**src/rtl/pipe_flag_pkg.sv**
```systemverilog
// Package: bit positions of the pipe status word and shared constants.
// Assumes an 8-bit status word; positions are decoded by firmware.
package pipe_flag_pkg;
    localparam int STAT_W  = 8;
    localparam int POS_REL   = 7;
    localparam int POS_NAK   = 6;
    localparam int POS_RWAL  = 5;
    localparam int POS_ERR   = 4;
    localparam int POS_SETUP = 3;
    localparam int POS_OUTR  = 2;
    localparam int POS_STALL = 1;
    localparam int POS_INR   = 0;

    // bits held by sticky event flags
    localparam logic [STAT_W-1:0] EVT_MASK = 8'b0100_1111;
    // bits that may raise the interrupt
    localparam logic [STAT_W-1:0] IRQ_MASK = 8'b0101_1111;

    typedef enum logic {
        DIR_OUT = 1'b0,
        DIR_IN  = 1'b1
    } pipe_dir_e;
endpackage

```
**src/rtl/pipe_evt_flag.sv**
```systemverilog
// Module: one sticky event flag, set by hardware, cleared by software.
// Assumes set and clear are single-cycle qualified strobes; set has priority.
module pipe_evt_flag (
    input  logic clk,
    input  logic rst_n,
    input  logic set_i,
    input  logic clr_i,
    output logic flag_o
);
    logic flag_q;

    // Hold flag: reset low, hardware set wins over software clear.
    always_ff @(posedge clk) begin
        if (!rst_n)
            flag_q <= 1'b0;
        else if (set_i)
            flag_q <= 1'b1;
        else if (clr_i)
            flag_q <= 1'b0;
    end

    assign flag_o = flag_q;


    set_wins_chk: assert property (@(posedge clk) disable iff (!rst_n)
        set_i |=> flag_o);

    sw_clear_chk: assert property (@(posedge clk) disable iff (!rst_n)
        (clr_i && !set_i) |=> !flag_o);

    sticky_chk: assert property (@(posedge clk) disable iff (!rst_n)
        (flag_o && !clr_i) |=> flag_o);
endmodule

```
**src/rtl/pipe_err_track.sv**
```systemverilog
// Module: pipe error flag that mirrors the external error-source vector.
// Assumes err_src is synchronous; the flag is read-only to software.
module pipe_err_track #(
    parameter int ERR_W = 4
) (
    input  logic             clk,
    input  logic             rst_n,
    input  logic [ERR_W-1:0] err_src,
    output logic             err_o
);
    logic err_q;

    // Register the OR of all error sources; clears once all sources are zero.
    always_ff @(posedge clk) begin
        if (!rst_n)
            err_q <= 1'b0;
        else
            err_q <= |err_src;
    end

    assign err_o = err_q;


    err_follow_chk: assert property (@(posedge clk) disable iff (!rst_n)
        (|err_src) |=> err_o);

    err_release_chk: assert property (@(posedge clk) disable iff (!rst_n)
        (err_src == '0) |=> !err_o);
endmodule

```
**src/rtl/pipe_bank_ctl.sv**
```systemverilog
// Module: bank pointer and pipe freeze control.
// Assumes release and stall inputs are already qualified strobes.
module pipe_bank_ctl #(
    parameter int BANK_CNT = 2,
    localparam int PTR_W   = (BANK_CNT > 1) ? $clog2(BANK_CNT) : 1
) (
    input  logic             clk,
    input  logic             rst_n,
    input  logic             release_i,
    input  logic             stall_i,
    input  logic             frz_clr_i,
    output logic [PTR_W-1:0] ptr_o,
    output logic             freeze_o
);
    localparam logic [PTR_W-1:0] LAST = PTR_W'(BANK_CNT - 1);

    logic [PTR_W-1:0] ptr_q;
    logic             frz_q;

    // Advance the bank pointer on each release, wrapping after the last bank.
    always_ff @(posedge clk) begin
        if (!rst_n)
            ptr_q <= '0;
        else if (release_i)
            ptr_q <= (ptr_q == LAST) ? '0 : ptr_q + PTR_W'(1);
    end

    // Freeze on a STALL; only the explicit clear releases it, STALL wins.
    always_ff @(posedge clk) begin
        if (!rst_n)
            frz_q <= 1'b0;
        else if (stall_i)
            frz_q <= 1'b1;
        else if (frz_clr_i)
            frz_q <= 1'b0;
    end

    assign ptr_o    = ptr_q;
    assign freeze_o = frz_q;


    stall_freeze_chk: assert property (@(posedge clk) disable iff (!rst_n)
        stall_i |=> freeze_o);

    freeze_hold_chk: assert property (@(posedge clk) disable iff (!rst_n)
        (freeze_o && !frz_clr_i) |=> freeze_o);

    bank_move_chk: assert property (@(posedge clk) disable iff (!rst_n)
        release_i |=> (ptr_o != $past(ptr_o)));

    bank_still_chk: assert property (@(posedge clk) disable iff (!rst_n)
        !release_i |=> $stable(ptr_o));
endmodule

```
**src/rtl/pipe_flag_reg.sv**
```systemverilog
// Module: per-pipe status/interrupt flag register of a USB host controller.
// Collects pipe-engine strobes into sticky flags, exposes a status word,
// derives read/write-allowed, drives the interrupt, bank pointer and freeze.
// Assumes all inputs are synchronous to clk; enables are held externally.
module pipe_flag_reg
    import pipe_flag_pkg::*;
#(
    parameter int ERR_W      = 4,
    parameter int BANK_CNT   = 2,
    localparam int BANK_PTR_W = (BANK_CNT > 1) ? $clog2(BANK_CNT) : 1
) (
    input  logic                  clk,
    input  logic                  rst_n,
    input  logic                  hw_nak,
    input  logic                  hw_setup_free,
    input  logic                  hw_out_free,
    input  logic                  hw_stall,
    input  logic                  hw_crc_err,
    input  logic                  hw_in_rcvd,
    input  logic [ERR_W-1:0]      err_src,
    input  logic                  iso_mode,
    input  logic                  dir_in,
    input  logic                  bank_full,
    input  logic                  bank_empty,
    input  logic [STAT_W-1:0]     int_en,
    input  logic                  wr_en,
    input  logic [STAT_W-1:0]     wr_data,
    input  logic                  frz_clr,
    output logic [STAT_W-1:0]     rd_data,
    output logic                  irq,
    output logic                  freeze,
    output logic [BANK_PTR_W-1:0] bank_ptr,
    output logic                  bank_release
);
    logic [STAT_W-1:0] hw_set;
    logic [STAT_W-1:0] sw_clr;
    logic [STAT_W-1:0] evt_q;
    logic              err_q;
    logic              stall_frz;
    logic              rwal;
    logic [STAT_W-1:0] status;

    // Map pipe-engine strobes onto status bit positions; bit 1 depends on mode.
    always_comb begin
        hw_set            = '0;
        hw_set[POS_NAK]   = hw_nak;
        hw_set[POS_SETUP] = hw_setup_free;
        hw_set[POS_OUTR]  = hw_out_free;
        hw_set[POS_STALL] = iso_mode ? hw_crc_err : hw_stall;
        hw_set[POS_INR]   = hw_in_rcvd;
    end

    // A software clear is a write with a zero in the flag's position.
    always_comb begin
        sw_clr = {STAT_W{wr_en}} & ~wr_data;
    end

    assign stall_frz    = hw_stall & ~iso_mode;
    assign bank_release = sw_clr[POS_REL];

    for (genvar b = 0; b < STAT_W; b++) begin : g_evt
        if (EVT_MASK[b]) begin : g_flag
            pipe_evt_flag u_flag (
                .clk    (clk),
                .rst_n  (rst_n),
                .set_i  (hw_set[b]),
                .clr_i  (sw_clr[b]),
                .flag_o (evt_q[b])
            );
        end else begin : g_none
            assign evt_q[b] = 1'b0;
        end
    end

    pipe_err_track #(.ERR_W(ERR_W)) u_err (
        .clk     (clk),
        .rst_n   (rst_n),
        .err_src (err_src),
        .err_o   (err_q)
    );

    pipe_bank_ctl #(.BANK_CNT(BANK_CNT)) u_bank (
        .clk       (clk),
        .rst_n     (rst_n),
        .release_i (bank_release),
        .stall_i   (stall_frz),
        .frz_clr_i (frz_clr),
        .ptr_o     (bank_ptr),
        .freeze_o  (freeze)
    );

    // Read/write-allowed from the FIFO level, blocked by STALL or error.
    always_comb begin
        if (pipe_dir_e'(dir_in) == DIR_IN)
            rwal = ~bank_empty;
        else
            rwal = ~bank_full;
        if (evt_q[POS_STALL] || err_q)
            rwal = 1'b0;
    end

    // Assemble the status word; the release bit always reads zero.
    always_comb begin
        status           = evt_q;
        status[POS_RWAL] = rwal;
        status[POS_ERR]  = err_q;
        status[POS_REL]  = 1'b0;
    end

    assign rd_data = status;
    assign irq     = |(status & int_en & IRQ_MASK);


    rwal_block_chk: assert property (@(posedge clk) disable iff (!rst_n)
        (rd_data[POS_STALL] || rd_data[POS_ERR]) |-> !rd_data[POS_RWAL]);

    rel_reads_zero_chk: assert property (@(posedge clk) disable iff (!rst_n)
        !rd_data[POS_REL]);

    iso_no_freeze_chk: assert property (@(posedge clk) disable iff (!rst_n)
        (iso_mode && !freeze) |=> !freeze);

    irq_source_chk: assert property (@(posedge clk) disable iff (!rst_n)
        irq |-> ((rd_data & int_en & IRQ_MASK) != '0));
endmodule

```
**config.mk**
```make
export PLATFORM = sky130hd
export DESIGN_NAME = pipe_flag_reg
export DESIGN_NICKNAME = d
export VERILOG_FILES = /design/src/rtl/pipe_flag_pkg.sv /design/src/rtl/pipe_evt_flag.sv /design/src/rtl/pipe_err_track.sv /design/src/rtl/pipe_bank_ctl.sv /design/src/rtl/pipe_flag_reg.sv
export SDC_FILE = /design/constraint.sdc
export NUM_CORES = 1
export LEC_CHECK = 0
export BUFFER_PORTS_ARGS = -buffer_cell sky130_fd_sc_hd__buf_2
export CAP_MARGIN = 10
export CORE_AREA = 2 2 39 41
export CTS_BUF_LIST = sky130_fd_sc_hd__clkbuf_8
export DETAILED_ROUTE_END_ITERATION = 8
export DIE_AREA = 0 0 41 43
export GPL_TIMING_DRIVEN = 0
export MAX_ROUTING_LAYER = met4
export PLACE_DENSITY = 0.77
export SLEW_MARGIN = 20
export SYNTH_ARGS = -nofsm -noshare
export SYNTH_HDL_FRONTEND = slang
export SYNTH_SLANG_ARGS = --single-unit
```
**constraint.sdc**
```tcl
create_clock -name clk -period 1 [get_ports clk]
set_clock_uncertainty 0.05 [all_clocks]
set_input_delay 0.1 -clock clk [delete_from_list [all_inputs] [get_ports clk]]
set_output_delay 0.1 -clock clk [all_outputs]
set_load 0.02 [all_outputs]
```
==> metrics.md <==
| Metric | Value |
|---|---|
| Routed Antenna Nets | `0` |
| Fin nets | `126` |
| Number of CTS-inserted buffers | `3` |
| Post-synth top cells | `buf_4 (8), dfxtp_1 (8), inv_1 (6), a21oi_1 (5), o21ai_0 (5)` |
| DR vias/cell | `4.472` |
| Vias in the first global route | `just over 400` |
| Post-DP HPWL | `839.4 um` |
| Synth area leader | `dfxtp_1` |
| Synth Cell Area | `about 400 sq um` |
| Synthesized area per cell | `8.315 sq um` |
| Ant. Diodes | `0` |
| Synthesis-stage register bit count | `8` |
| Net Count, Synth | `between 80 and 90` |
| DRC Markers | `0` |
| CP Launch Type | `flip-flop` |
| Initial core utilization | `0.2884` |
| Top_reg_cell synth | `dfxtp_1` |
| Die height | `43 um` |
| Ys async rst share | `0` |
| Crit share post-route | `1.158` |
| Final worst setup slack | `-157.8 ps` |
| Die Area | `1763 sq um` |
| FF-to-FF setup slack | `220 ps` |
| Routed len/inst | `10.06 um` |
| Endpoints failing setup | `2` |
| Number of synthesized flops with an enable pin | `0` |
| Cells after Synth | `48` |
| WP data arrival | `about 1000 ps` |
| Total GRT Usage | `0.1260` |
| R2R depth | `3` |
| Port buffer count | `40` |
| Yosys top cell area share | `0.4013` |
| Yosys warnings | `0` |
| Placed cell areas | `around 620 sq um` |
| Drt first-iter violations | `2` |
| Violated checks | `negative setup slack` |
| Register area share after synthesis | `0.4013` |
| Critical path class | `flip-flop to output port` |
| PD cells | `between 1000 and 1500 nW/um^2` |
| Worst Path Required | `850 ps` |
| Max Freq | `about 860 MHz` |
| Chip Width | `41 um` |
| TritonCTS clock tree | `done` |
| Outcome | `finished with violations` |
| Top-level port count | `46` |
| Max VDD drop | `552.6 uV` |
| Clk Latency, worst-skew pair | `roughly 220 ps` |
| Place WS | `-98.10 ps` |
| Total gr overflow | `0` |
| Clock Sinks | `8` |
| DRT Wirelength | `1066 um` |
| Max-Cap Viols | `0` |
| RD Place Congestion | `0.5623` |
| Vias | `474` |
| Pin count of the biggest net entering global routing | `9` |
| Hold path depth | `3` |
| TritonRoute pass-1 iters | `3` |
| Crit-path slowest cell | `dfxtp_2` |
| Setup TNS | `-285.7 ps` |
| Layout cell share with drive strength beyond 1 | `0.6778` |
| Reg-to-Reg Start | `g_evt[2].g_flag.u_flag.flag_o` |
| Crit. End Element | `output port` |
| First-pass GRT wire length | `1462 um` |
| Core area | `roughly 1400 sq um` |
| Htree depth | `1` |
| WP buf/inv | `1` |
| Final instance area | `just over 700 sq um` |
| Row count | `14` |
| Root Driver | `clkbuf_8` |
| Syn-to-layout area delta | `79.31%` |
| RSZ-0062 raised after global routing | `yes` |
| Core Util, Final | `0.5172` |
| Pleak | `0.3760 nW` |
| Hold crit path type | `input port to flip-flop` |
| Synth area leaders | `dfxtp_1 (40%), buf_4 (15%), a21oi_1 (6.3%)` |
| Final hold vios | `0` |
| Worst-path cell chain | `a2111oi_4, buf_4` |
| Worst hold endpoint | `u_err.err_o` |
| Top Family by Delay on Critical Path | `flip-flops` |
| CP max stage delay | `330 ps` |
| Hold wc startpoint | `err_src[2]` |
| Final Slew Violations | `0` |
| Synth unique cells | `17` |
| Clock-pin slew on the worst setup and hold paths | `approximately 40 ps` |
| Fin crit period | `1158 ps` |
| R2r endpoint | `g_evt[2].g_flag.u_flag.flag_o` |
| Max Buffers Root-to-Sink | `2` |
| Initial antenna violation count | `0` |
| Worst-path fanout max | `3` |
## worst min-delay path: stages
cell and delay (ps):
buf_2 70, nor4_1 30, nor2_1 70
## state kept, by name, indices dropped and copies added, names as in the netlist
register                    flops
u_bank.freeze_o                 1
g_evt.g_flag.u_flag.flag_o      5
u_err.err_o                     1
u_bank.ptr_o                    1
## cells in the final DEF (no fill, tap or decap), drive strengths merged
master | netlist | layout
a31oi | 1 | 1
buf | 8 | 47
clkbuf | 0 | 3
xnor2 | 1 | 1
nor2b | 1 | 1
o21ai | 5 | 5
nand3 | 1 | 1
nand2 | 1 | 1
nor2 | 2 | 2
nand2b | 2 | 2
inv | 6 | 6
dfxtp | 8 | 8
a2111oi | 1 | 1
a22oi | 3 | 3
nor4 | 1 | 1
conb | 1 | 1
a21oi | 5 | 5
and2b | 1 | 1
## metal layers
layer | part of all wire | GRT usage | wire [um]
met1 | 0.35 | 0.1238 | 378
met2 | 0.53 | 0.2156 | 569
met3 | 0.098 | 0.03141 | 104
met4 | 0.012 | 0.06000 | 13
met5 | 0 | - | 0
## worst max path at each step
stage | to | slack, ps | startpoint | cells after the start
2_1_floorplan | rd_data[5] | 100 | u_err.err_o | 2
3_5_place_dp | rd_data[5] | -100 | bank_full | 5
4_1_cts | rd_data[5] | -180 | u_err.err_o | 2
3_3_place_gp | rd_data[5] | -80 | bank_full | 5
5_1_grt | rd_data[5] | -190 | u_err.err_o | 2
6_report | rd_data[5] | -160 | u_err.err_o | 2
## power breakdown
group,switching [mW],internal (mW)
combinational,0.112,0.135
sequential,0.0227,0.347
clock,0.112,0.259
## through the flow
stage	power (mW)	hold WS (ps)	cells
floorplan	0.4906	170.0	48
global route	1.040	77.97	106
CTS	0.9677	46.63	106
finish	0.9886	43.75	106
detailed placement	0.5887	279.9	104
global placement	0.5807	265.0	104
## logic make-up (layout without fill, tap and decap cells)
kind of cell    after synthesis  count (layout)  share of synthesized area
compound gates               15              15                     0.2351
buf+inv                      14              56                     0.2069
simple gates                  9               9                     0.1254
flops                         8               8                     0.4012
other cells                   1               1                   0.009395
xor+xnor                      1               1                    0.02195
## repair_timing
| action | in CTS | in global routing |
|---|---|---|
| buffers inserted | 0 | 1 |
| hold endpoints to repair | 0 | 0 |
| hold buffers | 0 | 0 |
| setup endpoints to repair | 4 | 7 |
| pin swaps | 0 | 3 |
| resized for setup | 2 | 17 |
## cell type report
class | count | area (sq um)
Buffer | 6 | 45.04
Sequential cell | 8 | 170.2
Fill cell | 140 | 668.1
Clock buffer | 3 | 41.29
Inverter | 6 | 22.52
Timing Repair Buffer | 41 | 232.7
Multi-Input combinational cell | 26 | 183.9
Tap cell | 16 | 20.02
Power figures use the tool's default switching activity.
